--- src/rtl/acc_alu_pkg.sv ---
package acc_alu_pkg;
  typedef enum logic [3:0] {
    OP_ADD  = 4'd0,
    OP_SUB  = 4'd1,
    OP_SUBR = 4'd2,
    OP_AND  = 4'd3,
    OP_OR   = 4'd4,
    OP_XOR  = 4'd5,
    OP_CMP  = 4'd6,
    OP_ADC  = 4'd7,
    OP_SHL  = 4'd8,
    OP_SHR  = 4'd9
  } op_e;

  typedef enum logic [1:0] {
    DST_NONE = 2'd0,
    DST_ACC  = 2'd1,
    DST_OPR  = 2'd2
  } dest_e;

  typedef enum logic [1:0] {
    JC_EQ = 2'd0,
    JC_NE = 2'd1,
    JC_AB = 2'd2,
    JC_BL = 2'd3
  } jcond_e;
endpackage

--- src/rtl/acc_alu_core.sv ---
module acc_alu_core
  import acc_alu_pkg::*;
#(
  parameter int W = 16
) (
  input  logic         valid,
  input  logic [3:0]   code,
  input  logic [W-1:0] a,
  input  logic [W-1:0] r,
  input  logic         cin,
  output logic [W-1:0] res,
  output logic [1:0]   dst,
  output logic         nz,
  output logic         nc,
  output logic         nn,
  output logic         upd
);
  localparam int MSB = W - 1;

  logic [W:0] sum_ar;
  logic [W:0] dif_ar;
  logic [W:0] dif_ra;
  logic [W:0] sum_adc;

  assign sum_ar  = {1'b0, a} + {1'b0, r};
  assign dif_ar  = {1'b0, a} - {1'b0, r};
  assign dif_ra  = {1'b0, r} - {1'b0, a};
  assign sum_adc = sum_ar + {{W{1'b0}}, cin};

  always_comb begin
    res = '0;
    dst = DST_NONE;
    nc  = 1'b0;
    upd = valid;
    case (code)
      OP_ADD:  begin res = sum_ar[MSB:0];  nc = sum_ar[W];  dst = DST_ACC; end
      OP_SUB:  begin res = dif_ar[MSB:0];  nc = dif_ar[W];  dst = DST_ACC; end
      OP_SUBR: begin res = dif_ra[MSB:0];  nc = dif_ra[W];  dst = DST_OPR; end
      OP_AND:  begin res = a & r;          dst = DST_ACC; end
      OP_OR:   begin res = a | r;          dst = DST_ACC; end
      OP_XOR:  begin res = a ^ r;          dst = DST_ACC; end
      OP_CMP:  begin res = dif_ar[MSB:0];  nc = dif_ar[W];  end
      OP_ADC:  begin res = sum_adc[MSB:0]; nc = sum_adc[W]; dst = DST_ACC; end
      OP_SHL:  begin res = {a[MSB-1:0], 1'b0}; nc = a[MSB]; dst = DST_ACC; end
      OP_SHR:  begin res = {1'b0, a[MSB:1]};   nc = a[0];   dst = DST_ACC; end
      default: begin upd = 1'b0; end
    endcase
    if (!valid) dst = DST_NONE;
    nz = (res == '0);
    nn = res[MSB];
  end

  always_comb begin
    if (valid && (code == OP_SHR)) begin
      a_r7_shr_fill: assert (res[MSB] == 1'b0);
    end
  end
endmodule

--- src/rtl/acc_alu_flags.sv ---
module acc_alu_flags (
  input  logic clk,
  input  logic rst_n,
  input  logic upd,
  input  logic nz,
  input  logic nc,
  input  logic nn,
  output logic z,
  output logic c,
  output logic n
);
  always_ff @(posedge clk) begin
    if (!rst_n) begin
      z <= 1'b0;
      c <= 1'b0;
      n <= 1'b0;
    end else if (upd) begin
      z <= nz;
      c <= nc;
      n <= nn;
    end
  end

  a_r9_flags_hold: assert property (@(posedge clk) disable iff (!rst_n)
    !upd |=> $stable({z, c, n}));

  a_r10_reset_clear: assert property (@(posedge clk)
    !rst_n |=> ({z, c, n} == 3'b000));
endmodule

--- src/rtl/acc_alu_jump.sv ---
module acc_alu_jump
  import acc_alu_pkg::*;
(
  input  logic [1:0] sel,
  input  logic       z,
  input  logic       c,
  output logic       taken
);
  always_comb begin
    case (sel)
      JC_EQ:   taken = z;
      JC_NE:   taken = !z;
      JC_AB:   taken = !c && !z;
      default: taken = c;
    endcase
  end
endmodule

--- src/rtl/acc_alu.sv ---
module acc_alu
  import acc_alu_pkg::*;
#(
  parameter int W = 16
) (
  input  logic         clk,
  input  logic         rst_n,
  input  logic         op_valid,
  input  logic [3:0]   op_code,
  input  logic [W-1:0] acc_in,
  input  logic [W-1:0] opr_in,
  input  logic [1:0]   jump_sel,
  output logic [W-1:0] result,
  output logic [1:0]   dest,
  output logic         flag_z,
  output logic         flag_c,
  output logic         flag_n,
  output logic         jump_taken
);
  logic nz, nc, nn, upd;

  acc_alu_core #(.W(W)) u_core (
    .valid(op_valid), .code(op_code), .a(acc_in), .r(opr_in), .cin(flag_c),
    .res(result), .dst(dest), .nz(nz), .nc(nc), .nn(nn), .upd(upd)
  );

  acc_alu_flags u_flags (
    .clk(clk), .rst_n(rst_n), .upd(upd), .nz(nz), .nc(nc), .nn(nn),
    .z(flag_z), .c(flag_c), .n(flag_n)
  );

  acc_alu_jump u_jump (
    .sel(jump_sel), .z(flag_z), .c(flag_c), .taken(jump_taken)
  );

  a_r3_cmp_no_write: assert property (@(posedge clk) disable iff (!rst_n)
    (op_valid && op_code == OP_CMP) |-> dest == DST_NONE);

  a_r2_subr_dest: assert property (@(posedge clk) disable iff (!rst_n)
    (op_valid && op_code == OP_SUBR) |-> dest == DST_OPR);

  a_r8_above_not_equal: assert property (@(posedge clk) disable iff (!rst_n)
    (jump_sel == JC_AB && jump_taken) |-> !flag_z);

  a_r9_idle_no_dest: assert property (@(posedge clk) disable iff (!rst_n)
    !op_valid |-> dest == DST_NONE);

  a_r5_zero_flag: assert property (@(posedge clk) disable iff (!rst_n)
    (op_valid && op_code <= 4'd9) |=> flag_z == ($past(result) == '0));
endmodule

--- config.mk ---
export PLATFORM = sky130hd
export DESIGN_NAME = acc_alu
export DESIGN_NICKNAME = d
export VERILOG_FILES = /design/src/rtl/acc_alu_pkg.sv /design/src/rtl/acc_alu_core.sv /design/src/rtl/acc_alu_flags.sv /design/src/rtl/acc_alu_jump.sv /design/src/rtl/acc_alu.sv
export SDC_FILE = /design/constraint.sdc
export NUM_CORES = 1
export LEC_CHECK = 0
export BUFFER_PORTS_ARGS = -buffer_cell sky130_fd_sc_hd__buf_4
export CAP_MARGIN = 15
export CORE_MARGIN = 2
export CORE_UTILIZATION = 25
export DETAILED_ROUTE_END_ITERATION = 10
export PLACE_DENSITY = 0.54
export RECOVER_POWER = 25
export SLEW_MARGIN = 20
export SYNTH_ARGS = -nofsm -noshare
export SYNTH_HDL_FRONTEND = slang
export SYNTH_HIERARCHICAL = 1
export SYNTH_SLANG_ARGS = --single-unit
export TNS_END_PERCENT = 10
--- constraint.sdc ---
create_clock -name clk -period 4.1 [get_ports clk]
set_clock_uncertainty 0.2 [all_clocks]
set_input_delay 0.41 -clock clk [delete_from_list [all_inputs] [get_ports clk]]
set_output_delay 0.41 -clock clk [all_outputs]
set_load 0.005 [all_outputs]
# [Word-level counts from Yosys, hierarchy flattened]
# Cells that the tools add are included.
[word_totals] reg_bits=3 output_inout_bits=22
[op_classes] n_reduce_logical=9 muxes=6 add_sub_neg=4 bitwise_logic=3 n_eq_ne=11
[ops] cell="one-hot mux 16 bit (9 select lines)" n=1
[ops] cell="subtractor 16 x 16 -> 17 bit" n=2
[ops] cell="adder 16 x 16 -> 17 bit" n=1
[ops] cell="adder 17 x 1 -> 17 bit" n=1
[ops] cell="bitwise AND 16 bit" n=1
[ops] cell="== test 4 x 3 -> 1 bit (second input constant)" n=4
[ops] cell="zero test 16 bit" n=1
[ops] cell="bitwise OR 16 bit" n=1
[ops] cell="XOR 16 bit" n=1
[ops] cell="OR reduction 10 bit" n=1
[ops] cell="== test 4 x 2 -> 1 bit (second input constant)" n=2
[ops] cell="== test 4 bit (second input constant)" n=2
[ops] cell="OR reduction 8 bit" n=1
[ops] cell="one-hot mux 1 bit (6 select lines)" n=1
[ops] cell="== test 4 x 1 -> 1 bit (second input constant)" n=1
[ops] cell="zero test 4 bit" n=1
[ops] cell="one-hot mux 2 bit (2 select lines)" n=1
[ops] cell="one-hot mux 1 bit (3 select lines)" n=1
[ops] cell="== test 2 x 1 -> 1 bit (second input constant)" n=1
[ops] cell="== test 2 bit (second input constant)" n=1
[ops] cell="zero test 1 bit" n=2
[ops] cell="zero test 2 bit" n=1
[ops] cell="two-way mux 2 bit" n=1
[ops] cell="OR reduction 2 bit" n=1
[ops] cell="2 further kinds" n=2

# [Depth between registers and ports, before layout]
# Gate-level depths: netlist of run 1.
[depth] word_depth=4 mapped_depth=16

# [Cells and area by module]
# Netlist of run 1, hierarchy kept.
[by_module_without_submodules] mod="acc_alu_core" cells_each=603 area_each_um2=4341.7 n_inst=1 seq_area_each_um2=0.0
[by_module_without_submodules] mod="acc_alu_flags" cells_each=9 area_each_um2=108.9 n_inst=1 seq_area_each_um2=60.1
[by_module_without_submodules] mod="acc_alu_jump" cells_each=4 area_each_um2=31.3 n_inst=1 seq_area_each_um2=0.0

# [Worst setup path before layout of run 1]
# No wires, ideal clock.
[synth_path] path_kind="input to register" from="input port acc_in[0]" to="register u_flags.z" n_path_buf=0 path_stages=14 path_slack_ps=193 t_arrival_ps=3642 setup_ps=65 path_cell_list="ha_1 fa_1 a21o_1 a211oi_4 xnor2_1 nand4bb_2 nor4_2 and4bb_1 xor2_1 a211o_1 nand4bb_1 nor4_2 mux2i_1 nor2b_1"
[synth_via] elab_chain_len=4
[synth_rtl] element="from (decl)" line_no="acc_alu.sv:10" text="input logic [W-1:0] acc_in,"
[synth_rtl] element="adder 16 x 16 -> 17 bit" line_no="acc_alu_core.sv:25" text="assign sum_ar = {1'b0, a} + {1'b0, r};"
[synth_rtl] element="adder 17 x 1 -> 17 bit" line_no="acc_alu_core.sv:28" text="assign sum_adc = sum_ar + {{W{1'b0}}, cin};"
[synth_rtl] element="one-hot mux 16 bit (9 select lines) (*)" line_no="acc_alu_core.sv:35" text="case (code)"
[synth_rtl] element="via result[14]" line_no="acc_alu.sv:13" text="output logic [W-1:0] result,"
[synth_rtl] element="zero test 16 bit (*)" line_no="acc_alu_core.sv:49" text="nz = (res == '0);"
[synth_rtl] element="via nz" line_no="acc_alu.sv:20" text="logic nz, nc, nn, upd;"
[synth_rtl] element="to (signal assigned)" line_no="acc_alu_flags.sv:18" text="z <= nz;"
[synth_rtl] element="to (decl)" line_no="acc_alu_flags.sv:8" text="output logic z,"
# Mark *: on every way through the listed nets, which the timed path passes. The rest lies on a longest branch.
# A chain may end at the register's enable or synchronous reset.

# [Final worst setup path of run 1]
[layout_path] from="input port opr_in[0]" to="output port result[15]"
[layout_via] elab_chain_len=3
[layout_rtl] element="from (decl)" line_no="acc_alu.sv:11" text="input logic [W-1:0] opr_in,"
[layout_rtl] element="adder 16 x 16 -> 17 bit" line_no="acc_alu_core.sv:25"
[layout_rtl] element="adder 17 x 1 -> 17 bit" line_no="acc_alu_core.sv:28"
[layout_rtl] element="one-hot mux 16 bit (9 select lines) (*)" line_no="acc_alu_core.sv:35"
[layout_rtl] element="to (decl)" line_no="acc_alu.sv:13"
# Mark *: on every way between the ends. The rest lies on a longest branch, timed or not.

==> metrics, run 1 <==
Die X 138 microns; Via Count 5,347; Crit path max-delay family compound AO/OA/AOI/OAI gates; status complete, no violations; Initial Utilization 25.7%; CP max-delay cell fa_2; Hold Fails Final Rpt 0; M3 GR Usage 1.35%; Seq cells post-synth 3; GR Util All Layers 19.4%; clk buf depth 2; Slew @ Worst Pin 0.638 ns; via/cell ratio 5.67; HPWL after DPL 14.9 mm; Critical Path Start Type input pin; Total Power 1110 uW; final instance area 5920 sq um; crit-path cells buf_6, ha_4, fa_2, a21o_1, a211oi_4, buf_6, buf_6, o311ai_4, a221oi_4, nand3_2, and4bb_1, xnor2_1, a211o_1, buf_6; CTS tree yes; WS Path Type in -> out; DP Area 5530 sq um; Die Area 19,000 sq um; Crit path top cell by count buf_6; total grt overflow 0; H-tree Lvls 1; Syn Std Cell Area 4480 sq um; LEAKAGE 0.00256 uW; clock root cell clkbuf_16; final WL 19.0 mm; slew margin rel. 56.8%; Nets 829; ys async rst share 0%; GPL Wtd Cong 0.944; count of pins over their slew limit 0; wire length per cell 20.1 microns; Syn Area/Cell 7.28 sq um; Synth cell types 89; global-route wire length before repair 28.8 mm; leading post-synthesis cells by cell area ha_1 18%, a21oi_1 4.8%, nor2_1 4.0%; crit end category output port; total CTS buffers 3; PD cells 187 nW/um^2; Worst EP arrival 3.37 ns; largest net degree at the start of global routing 20; synth warn 6; HP Class in -> reg; clock slew at reported path FFs 0.03 ns; final clock period utilization by the worst path 97.1%; Core Rows 48; Worst VDD drop 0.426 mV; core area 17,400 sq um; synthesis-to-finish area growth 32.1%; ys flop type dfxtp_1; M1 GR Usage 28.8%; # Max-Cap Violations 0; First-pass DRT Iterations 5; Ant. Diodes 0; number of synthesized flops with an enable pin 0; Commonest cells post-synth 66 x ha_1, 48 x nor2_1, 46 x inv_1; sequential area share after synthesis 1.34%; syn_nets 726; most frequent cell after synthesis ha_1; WP data required 3.49 ns; worst skew pair latency 0.23 ns; Initial DRC Count 496; clock sink total 3; post-cts hold buffer count 0; I/O Pins 63; cell accounting for the most synthesized area ha_1; Tmin final 3.98 ns; IO buf count 62; Die Y-Extent 138 microns; Max stage delay on crit path 0.46 ns; Crit Path Max Fanout 5; DRC 0; share of the synthesized area in the top cell type 18.4%; met2 usage 30.4%; Final setup violation count 0; Post-Synthesis Cells 616; antenna-violating nets left 0; Max Clock Freq 251 MHz; layout cells sized above 1 28.3%; initial antenna violation count 0; busiest layer in global routing met2; vias in the first global route 4,996; Bufs and invs on worst path 4
==> layer usage <==
layer	vias to the layer above	part of all wire, %
met5	-	0
met3	30	7.3
met1	2527	46
li1	2530	-
met4	0	1.8
met2	260	45
==> registers in the layout, indices dropped and copies added (netlist names) <==
signal,count
u_flags/z,1
u_flags/c,1
u_flags/n,1
==> path summary, 6_finish.rpt <==
check / startpoint / end / slack (ns) / cells past startpoint
min: rst_n / u_flags/c$_SDFFE_PN0P_ / 0.22 / 2
max: opr_in[0] / result[15] / 0.12 / 14
max reg2reg: u_flags/c$_SDFFE_PN0P_ / u_flags/z$_SDFFE_PN0P_ / 0.56 / 13
min reg2reg: u_flags/n$_SDFFE_PN0P_ / u_flags/n$_SDFFE_PN0P_ / 0.33 / 2
==> where the power goes <==
group | switching (uW) | internal [uW] | total (uW)
Sequential | 1.11 | 30.7 | 31.8
Combinational | 515 | 402 | 917
Clock | 28.9 | 129 | 157
Total | 545 | 561 | 1110
==> timing repair <==
item,CTS,global route
buffers inserted,0,10
resized for setup,1,43
endpoints found under the setup margin,2,7
pin swaps,0,23
==> cell type report <==
type / instances / area (sq um)
Timing Repair Buffer: 134 / 1020
Multi-Input combinational cell: 528 / 4290
Inverter: 49 / 184
Sequential cell: 3 / 60.1
Clock buffer: 4 / 78.8
Fill cell: 1885 / 11500
Tap cell: 225 / 282
==> per-stage QoR <==
step | hold WS [ns] | setup slack, ns | std cells | utilization, % | TNS (ns)
final | 0.219 | 0.119 | 943 | 34.0 | 0
after global routing | 0.236 | -0.0322 | 943 | 34.0 | -0.0797
after CTS | 0.215 | 0.0373 | 933 | 32.2 | 0
after detailed placement | 0.319 | -0.0918 | 929 | 31.8 | -0.100
after global placement | 0.332 | -0.0631 | 929 | 31.8 | -0.0631
after floorplan | 0.307 | 0.193 | 616 | - | 0
==> worst register-to-register path, cell delays in order (launching register included) <==
cell	delay (ns)
dfxtp_1	0.34
ha_1	0.26
ha_4	0.18
xor2_2	0.15
a22o_1	0.24
nor3_2	0.16
o311ai_2	0.13
or4_1	0.54
or3_4	0.36
nor4_4	0.30
nand2_1	0.12
nor4_2	0.27
mux2i_1	0.10
nor2b_1	0.12
==> logic make-up after synthesis <==
kind of cell / synth area share, %
multiplexers: 1.59
buffers and inverters: 8.15
AND/OR/NAND/NOR: 24.5
flip-flops: 1.34
AO/OA/AOI/OAI: 38.1
XOR/XNOR: 6.53
adder cells (fa/ha/maj): 19.8
==> cells in the final DEF (no fill, tap or decap), types with 9 or more instances in the layout <==
cell type | Yosys | final
a21oi_1 | 43 | 42
nor2_1 | 48 | 48
nand3_1 | 19 | 19
nor3_1 | 20 | 17
o31ai_1 | 9 | 9
a22oi_1 | 10 | 10
ha_1 | 66 | 61
xnor2_1 | 20 | 18
or3_1 | 10 | 9
nand2_1 | 35 | 35
inv_1 | 46 | 46
nor2b_1 | 11 | 11
o21ai_0 | 32 | 29
buf_4 | 4 | 123
Note: power is estimated with default switching activity, not from simulation.
==> run 2, diff against run 1 <==
--- a/config.mk
+++ b/config.mk
@@ -7,7 +7,8 @@
 export LEC_CHECK = 0
 export BUFFER_PORTS_ARGS = -buffer_cell sky130_fd_sc_hd__buf_4
 export CAP_MARGIN = 15
-export CORE_MARGIN = 2
+export CORE_ASPECT_RATIO = 1.4
+export CORE_MARGIN = 4
 export CORE_UTILIZATION = 25
 export DETAILED_ROUTE_END_ITERATION = 10
 export PLACE_DENSITY = 0.54
==> run 2 against run 1 <==
Core utilization fell by 0.98 points. Total power fell by 2.0%. Count of clock-buffer cells in the layout did not move. Hold slack barely moved.
==> metrics, run 2 (synthesis results as in run 1) <==
Tmin final 3.98 ns; GPL Wtd Cong 0.970; Psw 536 uW; Worst VDD drop 0.0997 mV; core area 17,500 sq um; wire length per cell 20.9 microns; clk buf depth 2; commonest non-fill, non-tap cells in the layout 124 x buf_4, 64 x ha_1, 48 x nor2_1; Die Area 20,200 sq um; crit end category output port; total grt overflow 0; Core Rows 57; FF-to-FF path depth 13; status complete, no violations; largest net degree at the start of global routing 27; Sequential Power Share 2.9%; CTS tree yes; worst r2r dst u_flags/z$_SDFFE_PN0P_; layout cells sized above 1 26.4%; hold endpoint u_flags/z$_SDFFE_PN0P_; Critical Path Start Type input pin; Via Count 5,403; final clock period utilization by the worst path 97.1%; fin worst setup slack 0.118 ns; DRC 0; fin util 33.0%; final instance area 5770 sq um; global-route wire length before repair 30.3 mm; via/cell ratio 5.69; Ant. Diodes 0; R2R setup slack 0.75 ns; First-pass DRT Iterations 6; Initial DRC Count 330; commonest non-fill, non-tap cell in the layout buf_4; vias in the first global route 5,444; clock sink total 3; Largest regs u_flags/c: 1 flops, u_flags/n: 1 flops, u_flags/z: 1 flops; I/O Pins 63; Nets 824; sw frac 49.4%; clock root cell clkbuf_16; slew margin rel. 47.7%; synthesis-to-finish area growth 28.7%; initial antenna violation count 0; placed cell count 939; FILL cells 1,873; Comb power frac 82.6%; register area 60.1 sq um; clock slew at reported path FFs 0.03 ns; final WL 19.8 mm; count of pins over their slew limit 0; Final setup violation count 0; DP Area 5520 sq um; Hold Crit Start rst_n; Worst EP arrival 3.37 ns; H-tree Lvls 1; WP data required 3.49 ns; antenna-violating nets left 0; Die Y-Extent 166 microns; Finished Layout Cells 949; reg2reg start u_flags/c$_SDFFE_PN0P_; HPWL after DPL 15.9 mm; Die X 121 microns; Internal 548 uW; area of the multi-input gates 4180 sq um; Slew @ Worst Pin 0.780 ns; # Max-Cap Violations 0; dpl ws -0.0674 ns; HP Class in -> reg; IO buf count 62; Crit Path Max Fanout 5; Hold Crit Depth 2; PD cells 188 nW/um^2; total CTS buffers 3; Hold Fails Final Rpt 0; Total Power 1080 uW; GR Util All Layers 18.9%; Clock Power Share 14.4%; worst skew pair latency 0.23 ns; LEAKAGE 0.00251 uW; WS Path Type in -> out; Initial Utilization 25.6%; RSZ-0062 raised after global routing false; Max Clock Freq 251 MHz
run 2: cell count changes in the layout (fill, tap and decap cells not counted), sizes merged:
cell	delta
buf	-4
clkbuf	-1
run 2: worst max-delay path by stage:
stage	start	end	slack, ns	depth (start not counted)
detailed placement	acc_in[0]	result[12]	-0.07	13
global placement	acc_in[0]	result[12]	-0.02	13
floorplan	acc_in[0]	u_flags/z$_SDFFE_PN0P_	0.19	14
global route	acc_in[0]	result[14]	0.003	14
finish	acc_in[0]	result[15]	0.12	13
CTS	acc_in[0]	result[12]	0.01	13
run 2: layout make-up:
cell class	instances	share of cell area, %
sequential	3	1.04
tap	236	5.12
inverter	49	3.19
multi-input combinational	528	72.4
timing repair buffer	129	16.9
clock buffer	4	1.37
run 2: per-layer routing:
layer	track usage (%)	vias to the layer above	wire, microns
met5	0	-	0
met1	21.1	2552	7480
met3	1.97	84	968
met2	34.2	251	10000
met4	10.9	0	1340
li1	-	2516	-
run 2: critical path, stage by stage:
cell and delay, ns:
buf_4 0.13, ha_1 0.22, fa_2 0.37, a21o_1 0.21, a211oi_4 0.37, buf_6 0.17, o311ai_4 0.12, a221oi_4 0.37
nand3_2 0.12, and4bb_1 0.32, xnor2_1 0.07, a211o_1 0.34, buf_4 0.15
run 2: repair_timing:
| item | 4_1_cts | 5_1_grt |
|---|---|---|
| gates resized for setup | 1 | 22 |
| setup buffers | 0 | 6 |
| hold buffers | 0 | 0 |
| pin swaps | 0 | 7 |
| endpoints found under the setup margin | 1 | 6 |
run 2: through the flow:
stage	hold slack [ns]	setup TNS, ns
floorplan	0.307	0
global placement	0.321	-0.0286
detailed placement	0.323	-0.100
CTS	0.220	0
global route	0.249	0
finish	0.219	0
run 2: power groups by stage:
stage	sequential [uW]	clock, uW	combinational (uW)
after floorplan	32.0	0	512
after global placement	32.3	0	844
after detailed placement	32.2	0	841
after CTS	31.9	158	848
after global routing	32.0	161	957
final	31.8	156	896
==> run 3, diff against run 2 <==
--- a/config.mk
+++ b/config.mk
@@ -5,13 +5,14 @@
 export SDC_FILE = /design/constraint.sdc
 export NUM_CORES = 1
 export LEC_CHECK = 0
+export ABC_AREA = 1
 export BUFFER_PORTS_ARGS = -buffer_cell sky130_fd_sc_hd__buf_4
 export CAP_MARGIN = 15
 export CORE_ASPECT_RATIO = 1.4
 export CORE_MARGIN = 4
 export CORE_UTILIZATION = 25
 export DETAILED_ROUTE_END_ITERATION = 10
-export PLACE_DENSITY = 0.54
+export PLACE_DENSITY = 0.53
 export RECOVER_POWER = 25
 export SLEW_MARGIN = 20
 export SYNTH_ARGS = -nofsm -noshare
==> run 3 against run 2 <==
Critical path depth up 5. Combinational power down 15%. Total power down 12%. Flip-flop and latch count unchanged. Global-route usage down 1.5 points. Register-to-register slack better by 0.92 ns. Non-clock buffer count down 58. Clock power about the same. Core utilization down 3.3 points. Maximum frequency up 12%. Wire length up 0.45%. Synthesized area up 7.4%.
==> metrics, run 3 <==
status complete, no violations; Comb power frac 80.2%; leading post-synthesis cells by cell area nand2_1 23%, ha_1 17%, inv_1 9.8%; crit path to result[15]; Psw 541 uW; Seq cells post-synth 3; sequential area share after synthesis 1.25%; Syn Std Cell Area 4810 sq um; Die Area 21,600 sq um; Internal 411 uW; PD cells 171 nW/um^2; Synth cell types 41; final WL 19.9 mm; WS Path Type in -> out; final instance area 5580 sq um; Initial Utilization 25.7%; commonest non-fill, non-tap cells in the layout 295 x nand2_1, 126 x inv_1, 115 x nor2_1; syn_nets 1,029; IO buf count 62; Total Power 952 uW; FF-to-FF path depth 18; initial antenna violation count 0; count of pins over their slew limit 0; Initial DRC Count 374; GPL Wtd Cong 0.999; Post-Synthesis Cells 919; RSZ-0062 raised after global routing false; clk buf depth 2; most frequent cell after synthesis nand2_1; Clock Power Share 16.2%; Worst VDD drop 0.0914 mV; TNS Setup 0 ns; I/O Pins 63; CTS tree yes; total CTS buffers 3; HP Class in -> reg; clock root cell clkbuf_16; Worst EP arrival 2.95 ns; Tmin final 3.56 ns; worst r2r dst u_flags/z$_SDFFE_PN0P_; Slew @ Worst Pin 0.923 ns; vias in the first global route 5,630; sw frac 56.9%; share of the synthesized area in the top cell type 23.0%; core area 18,800 sq um; # Max-Cap Violations 0; Die X 125 microns; Syn Area/Cell 5.24 sq um; Max Clock Freq 281 MHz; fin worst setup slack 0.536 ns; total grt overflow 0; reg2reg start u_flags/c$_SDFFE_PN0P_; First-pass DRT Iterations 5; dpl ws 0.568 ns; Via Count 5,913; Critical Path Start Type input pin; LEAKAGE 0.00307 uW; wire length per cell 16.4 microns; final clock period utilization by the worst path 86.9%; commonest non-fill, non-tap cell in the layout nand2_1; synth warn 6; layout cells sized above 1 14.4%; GR Util All Layers 17.5%; Final setup violation count 0; R2R setup slack 1.67 ns; synthesis-to-finish area growth 15.9%; antenna-violating nets left 0; worst skew pair latency 0.22 ns; clock slew at reported path FFs 0.03 ns; Die Y-Extent 172 microns; global-route wire length before repair 30.0 mm; Sequential Power Share 3.6%; DRC 0; FILL cells 2,236; slew margin rel. 38.4%; DP Area 5510 sq um; clock sink total 3; cell accounting for the most synthesized area nand2_1; post-cts hold buffer count 0; via/cell ratio 4.85; H-tree Lvls 1; Crit Path Max Fanout 4; Hold Fails Final Rpt 0; ys async rst share 0%; Core Rows 59; crit end category output port; ys flop type dfxtp_1; Commonest cells post-synth 295 x nand2_1, 126 x inv_1, 115 x nor2_1; Ant. Diodes 0; HPWL after DPL 16.8 mm; largest net degree at the start of global routing 14; Post-CTS Setup Bufs 0; cts repair resizes 0; Nets 1,085; Largest regs u_flags/c: 1 flops, u_flags/n: 1 flops, u_flags/z: 1 flops; number of synthesized flops with an enable pin 0; Critical Path Start acc_in[0]; WP data required 3.49 ns
run 3: cell count changes after synthesis, moves of 17 or more:
cell     before  now
nor2_1       48  115
nand2_2       0   17
inv_1        46  126
nand3_1      19   89
xnor2_1      20    0
nand2_1      35  295
run 3: how the worst min path moves through the flow:
stage / from / end / slack, ns / depth (start not counted)
after CTS: rst_n / u_flags/z$_SDFFE_PN0P_ / 0.24 / 3
final: rst_n / u_flags/z$_SDFFE_PN0P_ / 0.24 / 3
after floorplan: u_flags/n$_SDFFE_PN0P_ / u_flags/n$_SDFFE_PN0P_ / 0.27 / 2
after global routing: rst_n / u_flags/n$_SDFFE_PN0P_ / 0.26 / 3
after global placement: u_flags/n$_SDFFE_PN0P_ / u_flags/n$_SDFFE_PN0P_ / 0.26 / 2
after detailed placement: u_flags/n$_SDFFE_PN0P_ / u_flags/n$_SDFFE_PN0P_ / 0.26 / 2
run 3: final cells by class:
type / count / area (sq um) / area share [%]
well taps: 244 / 305 / 5.47
multi-input cells: 749 / 4060 / 72.7
flip-flops and latches: 3 / 60.1 / 1.08
clock buffers: 4 / 78.8 / 1.41
inverters: 147 / 552 / 9.89
repair buffers: 71 / 526 / 9.42
run 3: metrics by stage:
stage | instances | hold WS (ns) | utilization (%)
floorplan | 919 | 0.266 | -
global placement | 1214 | 0.259 | 29.4
detailed placement | 1214 | 0.264 | 29.4
CTS | 1218 | 0.239 | 29.8
global route | 1218 | 0.262 | 29.8
finish | 1218 | 0.239 | 29.8
run 3: cell families after synthesis:
family / count (synthesis) / synth area share, %
xor+xnor: 3 / 0.546
compound gates: 120 / 14.9
flops: 3 / 1.25
buf+inv: 167 / 14.4
fa+ha+maj: 69 / 18.4
simple gates: 557 / 50.5
run 3: power by group through the flow:
| stage | clock, uW | sequential, uW | combinational [uW] |
|---|---|---|---|
| after floorplan | 0 | 33.9 | 505 |
| after global placement | 0 | 34.3 | 758 |
| after detailed placement | 0 | 34.3 | 757 |
| after CTS | 155 | 34.0 | 761 |
| after global routing | 160 | 34.2 | 842 |
| final | 154 | 33.9 | 764 |
run 3: layer usage:
layer / vias to the layer above / GRT usage (%) / wire length (microns)
met5: - / 0 / 0
met3: 57 / 0.958 / 724
met4: 0 / 8.40 / 1110
met2: 198 / 34.9 / 10700
li1: 3008 / - / -
met1: 2650 / 18.5 / 7410
run 3: critical path, cell delays in order:
cell	delay, ns
buf_4	0.12
ha_1	0.28
fa_1	0.51
nand2_4	0.13
nand2_4	0.07
nand3_1	0.17
nand2_1	0.15
nand2_1	0.15
nand2_1	0.08
nand2_1	0.07
nand2_1	0.11
nor2_1	0.10
nand2_1	0.09
nor2_1	0.11
nor2_1	0.06
a21oi_2	0.14
inv_1	0.07
buf_4	0.13
